### src/rtl/twr_pkg.sv
package twr_pkg;
    localparam int SMP_W = 32;

    typedef enum logic [1:0] {
        MODE_CONT   = 2'd0,
        MODE_SINGLE = 2'd1,
        MODE_MASK   = 2'd2,
        MODE_MANUAL = 2'd3
    } rec_mode_e;

    typedef enum logic [1:0] {
        ST_IDLE,
        ST_PRE,
        ST_POST,
        ST_HOLD
    } rec_state_e;
endpackage

### src/rtl/twr_ctrl.sv
module twr_ctrl
    import twr_pkg::*;
#(
    parameter int CNT_W = 16
) (
    input  logic             clk,
    input  logic             rst,
    input  logic             smp_vld,
    input  logic             smp_trig,
    input  logic             cfg_enable,
    input  logic [1:0]       cfg_mode,
    input  logic             cfg_arm,
    input  logic             cfg_ring,
    input  logic             cfg_overwrite,
    input  logic [CNT_W-1:0] cfg_post,
    input  logic             at_end,
    input  logic             cur_busy,
    input  logic             nxt_busy,
    output logic             store,
    output logic             close,
    output logic             restart
);
    rec_state_e       state_q, state_d;
    rec_mode_e        mode;
    logic [CNT_W-1:0] post_rem_q;
    logic             armed_q, armed_hit_q;
    logic             active, gate, trig_cond, trig_ok, hit_now, post_done, start;

    // state register
    always_ff @(posedge clk) begin
        if (rst) state_q <= ST_IDLE;
        else     state_q <= state_d;
    end

    // decoded outputs
    always_comb begin
        mode   = rec_mode_e'(cfg_mode);
        active = cfg_enable && (state_q == ST_PRE || state_q == ST_POST);
        gate   = (mode == MODE_SINGLE) ? armed_q : 1'b1;
        store  = active && smp_vld && gate;
        unique case (mode)
            MODE_CONT:   trig_cond = smp_trig;
            MODE_SINGLE: trig_cond = smp_trig && armed_q;
            MODE_MASK:   trig_cond = smp_trig && armed_q;
            MODE_MANUAL: trig_cond = armed_q;
        endcase
        trig_ok   = store && (state_q == ST_PRE) && trig_cond;
        hit_now   = trig_ok && (mode != MODE_CONT);
        post_done = (state_q == ST_POST && post_rem_q == '0) ||
                    (trig_ok && cfg_post == '0);
        close     = store && (post_done || (!cfg_ring && at_end));
        start     = cfg_enable &&
                    ((state_q == ST_IDLE && !(cur_busy && !cfg_overwrite)) ||
                     (state_q == ST_HOLD && !cur_busy));
        restart   = close || start;
    end

    // next state
    always_comb begin
        state_d = state_q;
        unique case (state_q)
            ST_IDLE: begin
                if (cfg_enable)
                    state_d = (cur_busy && !cfg_overwrite) ? ST_HOLD : ST_PRE;
            end
            ST_PRE, ST_POST: begin
                if (!cfg_enable)  state_d = ST_IDLE;
                else if (close)   state_d = (nxt_busy && !cfg_overwrite) ? ST_HOLD : ST_PRE;
                else if (trig_ok) state_d = ST_POST;
            end
            ST_HOLD: begin
                if (!cfg_enable)    state_d = ST_IDLE;
                else if (!cur_busy) state_d = ST_PRE;
            end
        endcase
    end

    // post-trigger counter and arm tracking
    always_ff @(posedge clk) begin
        if (rst) begin
            post_rem_q  <= '0;
            armed_q     <= 1'b0;
            armed_hit_q <= 1'b0;
        end else begin
            if (trig_ok)
                post_rem_q <= cfg_post - 1'b1;
            else if (store && state_q == ST_POST && post_rem_q != '0)
                post_rem_q <= post_rem_q - 1'b1;

            if (cfg_arm)
                armed_q <= 1'b1;
            else if (close && (armed_hit_q || hit_now))
                armed_q <= 1'b0;

            if (restart)      armed_hit_q <= 1'b0;
            else if (hit_now) armed_hit_q <= 1'b1;
        end
    end
endmodule

### src/rtl/twr_addr.sv
module twr_addr #(
    parameter int ADDR_W = 32,
    parameter int CNT_W  = 16,
    parameter int WIN_W  = 2
) (
    input  logic              clk,
    input  logic              rst,
    input  logic [ADDR_W-1:0] cfg_base,
    input  logic [CNT_W-1:0]  cfg_win_size,
    input  logic [WIN_W-1:0]  cur_win,
    input  logic              store,
    input  logic              restart,
    output logic [ADDR_W-1:0] cur_addr,
    output logic              at_end
);
    logic [CNT_W-1:0] slot_q;

    assign at_end   = (slot_q == cfg_win_size - 1'b1);
    assign cur_addr = cfg_base +
        ((ADDR_W'(cur_win) * ADDR_W'(cfg_win_size) + ADDR_W'(slot_q)) << 2);

    always_ff @(posedge clk) begin
        if (rst || restart) slot_q <= '0;
        else if (store)     slot_q <= at_end ? '0 : slot_q + 1'b1;
    end
endmodule

### src/rtl/twr_winstat.sv
module twr_winstat #(
    parameter int MAX_WIN = 4,
    parameter int WIN_W   = 2,
    parameter int CNT_W   = 16,
    parameter int ADDR_W  = 32,
    parameter int TS_W    = 32
) (
    input  logic                      clk,
    input  logic                      rst,
    input  logic                      store,
    input  logic                      close,
    input  logic                      restart,
    input  logic [ADDR_W-1:0]         cur_addr,
    input  logic [TS_W-1:0]           ts_in,
    input  logic [CNT_W-1:0]          cfg_win_size,
    input  logic [WIN_W:0]            cfg_win_cnt,
    input  logic                      win_ack,
    input  logic [WIN_W-1:0]          win_ack_idx,
    output logic [WIN_W-1:0]          cur_win,
    output logic                      cur_busy,
    output logic                      nxt_busy,
    output logic [MAX_WIN*CNT_W-1:0]  cnt_flat,
    output logic [MAX_WIN*ADDR_W-1:0] last_flat,
    output logic [MAX_WIN*TS_W-1:0]   ts_flat
);
    logic [WIN_W-1:0] cur_q, nxt;
    logic [WIN_W:0]   cur_plus;
    logic             fresh_q;
    logic [MAX_WIN-1:0] used_w;

    assign cur_plus = {1'b0, cur_q} + 1'b1;
    assign nxt      = (cur_plus >= cfg_win_cnt) ? '0 : cur_plus[WIN_W-1:0];
    assign cur_win  = cur_q;
    assign cur_busy = used_w[cur_q];
    assign nxt_busy = used_w[nxt] || (nxt == cur_q);

    always_ff @(posedge clk) begin
        if (rst) begin
            cur_q   <= '0;
            fresh_q <= 1'b1;
        end else begin
            if (close) cur_q <= nxt;
            if (restart)    fresh_q <= 1'b1;
            else if (store) fresh_q <= 1'b0;
        end
    end

    for (genvar g = 0; g < MAX_WIN; g++) begin : g_win
        logic [CNT_W-1:0]  cnt_r;
        logic [ADDR_W-1:0] last_r;
        logic [TS_W-1:0]   ts_r;
        logic              used_r;
        logic              sel;

        assign sel = (cur_q == WIN_W'(g));

        always_ff @(posedge clk) begin
            if (rst) begin
                cnt_r  <= '0;
                last_r <= '0;
                ts_r   <= '0;
                used_r <= 1'b0;
            end else begin
                if (store && sel)
                    cnt_r <= fresh_q ? CNT_W'(1) :
                             (cnt_r >= cfg_win_size) ? cfg_win_size : cnt_r + 1'b1;
                if (close && sel) begin
                    last_r <= cur_addr;
                    ts_r   <= ts_in;
                    used_r <= 1'b1;
                end else if (win_ack && win_ack_idx == WIN_W'(g)) begin
                    used_r <= 1'b0;
                end
            end
        end

        assign used_w[g]                     = used_r;
        assign cnt_flat[g*CNT_W +: CNT_W]    = cnt_r;
        assign last_flat[g*ADDR_W +: ADDR_W] = last_r;
        assign ts_flat[g*TS_W +: TS_W]       = ts_r;
    end
endmodule

### src/rtl/trig_win_recorder.sv
module trig_win_recorder
    import twr_pkg::*;
#(
    parameter int MAX_WIN = 4,
    parameter int CNT_W   = 16,
    parameter int ADDR_W  = 32,
    parameter int TS_W    = 32,
    localparam int WIN_W  = (MAX_WIN > 1) ? $clog2(MAX_WIN) : 1
) (
    input  logic                      clk,
    input  logic                      rst,
    input  logic                      smp_vld,
    input  logic                      smp_trig,
    input  logic [SMP_W-1:0]          smp_data,
    input  logic [TS_W-1:0]           ts_in,
    input  logic                      cfg_enable,
    input  logic [1:0]                cfg_mode,
    input  logic                      cfg_arm,
    input  logic                      cfg_ring,
    input  logic                      cfg_overwrite,
    input  logic [ADDR_W-1:0]         cfg_base,
    input  logic [CNT_W-1:0]          cfg_win_size,
    input  logic [WIN_W:0]            cfg_win_cnt,
    input  logic [CNT_W-1:0]          cfg_post,
    input  logic                      win_ack,
    input  logic [WIN_W-1:0]          win_ack_idx,
    output logic                      wr_en,
    output logic [ADDR_W-1:0]         wr_addr,
    output logic [SMP_W-1:0]          wr_data,
    output logic [WIN_W-1:0]          cur_win,
    output logic [MAX_WIN*CNT_W-1:0]  win_cnt,
    output logic [MAX_WIN*ADDR_W-1:0] win_last,
    output logic [MAX_WIN*TS_W-1:0]   win_ts
);
    logic              store, close, restart, at_end, cur_busy, nxt_busy;
    logic [ADDR_W-1:0] cur_addr;

    twr_ctrl #(.CNT_W(CNT_W)) u_ctrl (
        .clk(clk), .rst(rst), .smp_vld(smp_vld), .smp_trig(smp_trig),
        .cfg_enable(cfg_enable), .cfg_mode(cfg_mode), .cfg_arm(cfg_arm),
        .cfg_ring(cfg_ring), .cfg_overwrite(cfg_overwrite), .cfg_post(cfg_post),
        .at_end(at_end), .cur_busy(cur_busy), .nxt_busy(nxt_busy),
        .store(store), .close(close), .restart(restart)
    );

    twr_addr #(.ADDR_W(ADDR_W), .CNT_W(CNT_W), .WIN_W(WIN_W)) u_addr (
        .clk(clk), .rst(rst), .cfg_base(cfg_base), .cfg_win_size(cfg_win_size),
        .cur_win(cur_win), .store(store), .restart(restart),
        .cur_addr(cur_addr), .at_end(at_end)
    );

    twr_winstat #(.MAX_WIN(MAX_WIN), .WIN_W(WIN_W), .CNT_W(CNT_W),
                  .ADDR_W(ADDR_W), .TS_W(TS_W)) u_stat (
        .clk(clk), .rst(rst), .store(store), .close(close), .restart(restart),
        .cur_addr(cur_addr), .ts_in(ts_in), .cfg_win_size(cfg_win_size),
        .cfg_win_cnt(cfg_win_cnt), .win_ack(win_ack), .win_ack_idx(win_ack_idx),
        .cur_win(cur_win), .cur_busy(cur_busy), .nxt_busy(nxt_busy),
        .cnt_flat(win_cnt), .last_flat(win_last), .ts_flat(win_ts)
    );

    // registered memory write port
    always_ff @(posedge clk) begin
        if (rst) begin
            wr_en   <= 1'b0;
            wr_addr <= '0;
            wr_data <= '0;
        end else begin
            wr_en   <= store;
            wr_addr <= cur_addr;
            wr_data <= smp_data;
        end
    end
endmodule

### config.mk
export PLATFORM = sky130hd
export DESIGN_NAME = trig_win_recorder
export DESIGN_NICKNAME = d
export VERILOG_FILES = /design/src/rtl/twr_pkg.sv /design/src/rtl/twr_ctrl.sv /design/src/rtl/twr_addr.sv /design/src/rtl/twr_winstat.sv /design/src/rtl/trig_win_recorder.sv
export SDC_FILE = /design/constraint.sdc
export NUM_CORES = 1
export LEC_CHECK = 0
export BUFFER_PORTS_ARGS = -buffer_cell sky130_fd_sc_hd__buf_2
export CAP_MARGIN = 20
export CORE_MARGIN = 4
export CORE_UTILIZATION = 35
export DETAILED_ROUTE_END_ITERATION = 12
export GPL_ROUTABILITY_DRIVEN = 0
export PLACE_DENSITY = 0.52
export SETUP_SLACK_MARGIN = 0.3
export SLEW_MARGIN = 40
export SYNTH_ARGS = -nofsm -noshare
export SYNTH_HDL_FRONTEND = slang
export SYNTH_SLANG_ARGS = --single-unit
### constraint.sdc
create_clock -name clk -period 7.35 [get_ports clk]
set_input_delay 0.735 -clock clk [delete_from_list [all_inputs] [get_ports clk]]
set_output_delay 0.735 -clock clk [all_outputs]
set_load 0.02 [all_outputs]
### After elaboration in Yosys (flattened, before gate mapping)

Index checks and enable logic that the tools add are counted.

* flip-flop bits (word level): 428
* input port bits: 144
* output and inout bits: 387

* add/sub/neg operators: 11
* multipliers: 1
* magnitude comparators: 7
* equal/unequal tests: 17
* mux-type cells: 37
* reduce and logical (&&, ||, !) cells: 61

Operators by type and width (number)
* 16-bit 2-to-1 mux: 11
* 16-bit by 1-bit adder with 16-bit output, second input constant: 5
* 16-bit >= comparator: 4
* 16-bit by 1-bit subtractor with 16-bit output, second input constant: 3
* 32-bit adder: 1
* 16-bit zero test: 2
* 1-bit logical AND: 31
* 18-bit by 16-bit adder with 19-bit output: 1
* 2-bit by 16-bit multiplier with 18-bit output: 1
* 2-bit 2-to-1 mux: 9
* 16-bit == test: 1
* 2-bit == test, second input constant: 8
* 16-bit nonzero test: 1
* 2-bit nonzero test: 7
* 1-bit 2-to-1 mux: 13
* 2-bit by 1-bit == test with 1-bit output, second input constant: 4
* 2-bit zero test: 4
* 1-bit logical OR: 8
* 2-bit by 3-bit less-than comparator with 1-bit output, second input constant: 2
* 2-bit one-hot mux with 3 select lines: 1
* 2-bit OR reduction: 3
* 1-bit binary-select mux with 2-bit select: 2
* 1-bit zero test: 4
* 4-bit by 2-bit inequality test with 1-bit output, second input constant: 1
* other kinds (7): 7

### Logic depth before layout (Yosys ltp)

* depth in word-level cells: 14
* depth in mapped cells: 24

### By module

Synthesis repeated with hierarchy kept, for this count alone.

* cell total of the unflattened synthesis: 2676
* area total of the unflattened synthesis: 21584.5 um^2

By module, submodules not included
* twr_winstat: times used 1, cells an instance 1852, area an instance 14557.7 um^2, seq. area each 6546.3 um^2
* twr_addr: times used 1, cells an instance 486, area an instance 3607.2 um^2, seq. area each 320.3 um^2
* trig_win_recorder: times used 1, cells an instance 137, area an instance 1855.5 um^2, seq. area each 1301.2 um^2
* twr_ctrl: times used 1, cells an instance 201, area an instance 1564.0 um^2, seq. area each 400.4 um^2

### Least setup slack after synthesis

Ideal clock, no wire load.

* path type: reg-to-reg
* start: register u_stat.cur_q[0], in the netlist u_stat.cur_win[0]
* end: register u_stat.g_win[2].last_r[29]
* library setup time: 134 ps
* arrival time: 5464 ps
* data required time: 7216 ps
* path slack: 1752 ps
* cell stages (with the launch flop): 24
* path buffers: 2
* period minus slack after synthesis: 5598 ps
* path through: dfxtp_1 -> clkbuf_1 -> clkbuf_1 -> nand2_1 -> fa_1 -> inv_1 -> ha_1 -> inv_1 -> fa_1 -> nor2b_1 -> o21ai_0 -> a21boi_0 -> o41ai_1 -> o2111ai_1 -> a31o_2 -> a21oi_1 -> xnor2_1 -> ha_1 -> and3_1 -> and3_1 -> a2111oi_0 -> nor3_1 -> o21ai_0 -> o21ai_0

* word-level cells in the longest chain between the ends: 3
* elaborated cells between the ends (all ways): 5

Ends and longest elaborated chain
* from (decl): line twr_winstat.sv:26 `logic [WIN_W-1:0] cur_q, nxt;`
* from (signal assigned): line twr_winstat.sv:42 `if (close) cur_q <= nxt;`
* 2-bit by 16-bit multiplier with 18-bit output: line twr_addr.sv:20 `((ADDR_W'(cur_win) * ADDR_W'(cfg_win_size) + ADDR_W'(slot_q)) << 2);`
* 18-bit by 16-bit adder with 19-bit output: line twr_addr.sv:20
* 32-bit adder: line twr_addr.sv:19 `assign cur_addr = cfg_base +`
* to (signal assigned): line twr_winstat.sv:68 `last_r <= cur_addr;`
* to (decl): line twr_winstat.sv:50 `logic [ADDR_W-1:0] last_r;`

Several ways; a longest one is shown, not always the timed one.
A chain may end at the register's enable or synchronous reset.

### Worst setup path in the final report

* start: register u_addr.slot_q[1]
* end: register u_stat.g_win[3].last_r[29]

* word-level cells in the longest chain between the ends: 5
* elaborated cells between the ends (all ways): 7

Ends and longest elaborated chain
* from (decl): line twr_addr.sv:16 `logic [CNT_W-1:0] slot_q;`
* from (signal assigned): line twr_addr.sv:24 `else if (store) slot_q <= at_end ? '0 : slot_q + 1'b1;`
* branches (longest 5 deep; another with 32-bit adder)
* to (signal assigned): line twr_winstat.sv:68
* to (decl): line twr_winstat.sv:50

Parallel ways; which one is timed is not known.

==> results_dict.tcl <==
set metrics [dict create \
    status "completed" \
    cell_type_contributing_the_most_total_cell_area_after_synthesis "dfxtp_1" \
    fmaxAchievable_ghz 0.166 \
    hold_path_startpoint "smp_data[31]" \
    edff_count_synth 0 \
    power.switching_mw 1.33 \
    hpwl_um 61800 \
    synth_async_sr_flop_share_pct 0 \
    core_area_um2 60500 \
    rr_worst_depth 21 \
    filler_cell_count 6008 \
    cts.repair_timing.setup_buffer_count 0 \
    ir_drop_mv 0.169 \
    timing.final.crit_share_pct 81.8 \
    seq_area_frac_synth_pct 40.0 \
    die_footprint_um2 65200 \
    route.vias.total 20600 \
    grt_overflow 0 \
    report.final.slew_viol_count 0 \
    total_power_mw 5.30 \
    drt_pass1_iterations 5 \
    route.antenna.remaining_nets 0 \
    grt_pass1_wl_um 126000 \
    fp.dieW_um 255 \
    share_clk_of_total_power_pct 48.5 \
    initial_core_utilization_pct 35.4 \
    drt-initial-drc-count 1341 \
    cts_buffers 50 \
    ff2ff_setup_slack_ns 1.34 \
    grt_pass1_vias 20200 \
    cts_hold_buf 0 \
    row_count 90 \
    p_int_mw 3.97 \
    switching_share_pct 25.2 \
    final_cell_count_no_fill 3816 \
    worst_r2r_startpoint "u_addr.slot_q[1]$_SDFFE_PP0P_" \
    cts.htree.levels 2 \
    yosys.cell_types.count 78 \
    power_per_cell_area_nw_per_um2 199 \
    synth_ff_type "dfxtp_1" \
    crit_path_end_kind "flip-flop" \
    num_io_pins 531 \
    synth.area.top_cells "dfxtp_1 (40%), mux2i_1 (7.2%), ha_1 (7.1%)" \
    grt_max_degree 97 \
    critical_path_class "reg2reg" \
    ys.warnings.count 0 \
    clkLatencyLatePin_ns 0.62 \
    worst-path-max-fanout 7 \
    grt_setup_unrepaired "false" \
    combined_area_of_the_multi_input_logic_cells_um2 11900 \
    post_cts_resize_count 0 \
    post-route-min-period_ns 6.01 \
    leakage_nw 12.7 \
    max-slew-margin-rel_pct 46.2 \
    grt.total_usage_pct 24.4 \
    cap_viol_max_count 0 \
    r2r_end "u_stat.g_win[3].last_r[29]$_SDFFE_PP0P_" \
    final_hold_viol_count 0 \
    synth.top_cells.by_count "dfxtp_1 (428), nor2_1 (254), nand2_1 (220), mux2i_1 (155), inv_1 (153)" \
    worstPathArrival_ns 6.49 \
    wl_per_cell_um 21.8 \
    drt-total-wl_um 83200 \
    mappedNetlistNets 2801 \
    drc_errors 0 \
    cts-root-to-sink-buffers 3 \
    clock_sinks 428 \
    setup_violations 0 \
    timing.critical_path.required_ns 7.83 \
    dp.cells 3716 \
    whs_ns 0.318 \
    worst_clock_skew_ns 0.0253 \
    finish.utilization_pct 44.0 \
    layout.area.seq_um2 8570 \
    holdPathEnd "wr_data[31]$_SDFF_PP0_" \
    layout-area-overhead-vs-synth_pct 24.3 \
    synth_top_cell_area_share_pct 40.0 \
    drive_gt1_share_pct 22.7 \
    cells_on_worst_hold_path 2 \
    timing.setup.tns_ns 0 \
    post_synth_inst_count 2518 \
    cts.root.buffer_cell "clkbuf_16" \
    cts.clk_slew.worst_paths_ns 0.06 \
    syn-cell-area_um2 21400 \
    floorplan.die.height_um 255 \
    timing.hold.worst.class "in2reg" \
    antenna_found_initial 13 \
    final_nets 3270 \
    pwr-share-comb_pct 7.1 \
    port_buffers 530 \
    start_kind "flip-flop" \
    synth.ff_latch_count 428 \
    timing_worst_slew_pin_value_ns 0.805 \
    syn_area_per_cell_um2 8.51 \
    seqPwrFrac_pct 44.4 \
    avgViaCountPerCell 5.39 \
    synthMostInstantiatedCell "dfxtp_1" \
    cts_tree "yes" \
]
## final cells by class
type                    count  area share (%)
well taps                 782            3.67
multi-input cells        1796            44.6
clock buffers              70            5.36
diodes                      9          0.0846
inverters                 154            2.18
clock inverters            20            1.03
flip-flops and latches    428            32.2
repair buffers            557            10.9
## state kept, by name (all words and copies together), names as in the netlist
register and cells:
wr_en 1, wr_data 32, wr_addr 32, u_stat.g_win.ts_r 128, u_ctrl.armed_q 1, u_addr.slot_q 16, u_ctrl.post_rem_q 16, u_stat.fresh_q 1
u_stat.g_win.cnt_r 64, u_stat.g_win.used_r 4, u_stat.g_win.last_r 128, u_ctrl.armed_hit_q 1, u_stat.cur_win 2, u_ctrl.state_q 2
## metal layers
metal | share of wire [%] | global-route usage, %
met1 | 42 | 30.7
met3 | 8.1 | 6.32
met4 | 3.4 | 8.58
met5 | 0.025 | 0
met2 | 47 | 40.6
## logic make-up after synthesis
logic type      Yosys count  share of synthesized area, %
simple gates            879                          19.5
xor+xnor                 90                          3.68
fa+ha+maj               139                          8.71
mux                     159                          7.50
buf+inv                 294                          5.36
flops                   428                          40.0
compound gates          529                          15.3
## critical path: stages (launching register included)
cell	delay (ns)
dfxtp_1	0.50
inv_1	0.12
fa_1	0.55
inv_1	0.05
ha_1	0.20
inv_1	0.07
fa_1	0.20
nor2b_1	0.06
o21ai_0	0.21
a21boi_0	0.22
o41ai_1	0.56
o2111ai_1	0.27
a31o_2	0.28
a21oi_1	0.17
xnor2_1	0.15
ha_1	0.31
and3_1	0.23
and3_1	0.24
a2111oi_1	0.72
nor3_1	0.10
o21ai_0	0.51
o21ai_1	0.17
## cell usage in the layout (no fill, tap or decap), drive strengths merged, types with 15 or more instances in the layout
cell type    n
a21o        36
or3         38
nor2b       44
o311ai      15
clkbuf      71
nand2      220
or2         15
a31oi       44
fa          17
mux2i      155
nor4        24
xnor2       65
a21oi      120
buf        556
o22ai       39
o21ai      172
a211oi      18
nor3        52
nand3      137
nor2       254
ha         122
inv        155
dfxtp      428
nand4       24
xor2        25
## through the flow
step,setup slack [ns],instance area [um^2]
after floorplan,1.75,21400
after global placement,1.06,24800
after detailed placement,1.00,24900
after CTS,1.43,26600
after global routing,0.886,26600
final,1.34,26600
## power by group through the flow
stage / sequential, mW / clock, mW / combinational (mW)
CTS: 2.35 / 2.63 / 0.376
floorplan: 2.43 / 0 / 0.179
global route: 2.35 / 2.73 / 0.410
global placement: 2.40 / 0 / 0.365
finish: 2.35 / 2.57 / 0.378
detailed placement: 2.40 / 0 / 0.374
## worst max-delay path by stage
stage	to	cells after the start	startpoint	slack, ns
detailed placement	u_stat.g_win[3].last_r[29]$_SDFFE_PP0P_	20	cfg_win_size[3]	1.0
floorplan	u_stat.g_win[2].last_r[29]$_SDFFE_PP0P_	23	u_stat.cur_win[0]$_SDFFE_PP0P_	1.75
CTS	u_stat.g_win[3].last_r[29]$_SDFFE_PP0P_	21	u_stat.cur_win[0]$_SDFFE_PP0P_	1.43
global placement	u_stat.g_win[2].last_r[29]$_SDFFE_PP0P_	21	cfg_win_size[3]	1.06
finish	u_stat.g_win[3].last_r[29]$_SDFFE_PP0P_	21	u_addr.slot_q[1]$_SDFFE_PP0P_	1.34
global route	u_stat.g_win[3].last_r[29]$_SDFFE_PP0P_	22	u_addr.slot_q[1]$_SDFFE_PP0P_	0.89
No activity file was read; power rests on OpenSTA's default activity.
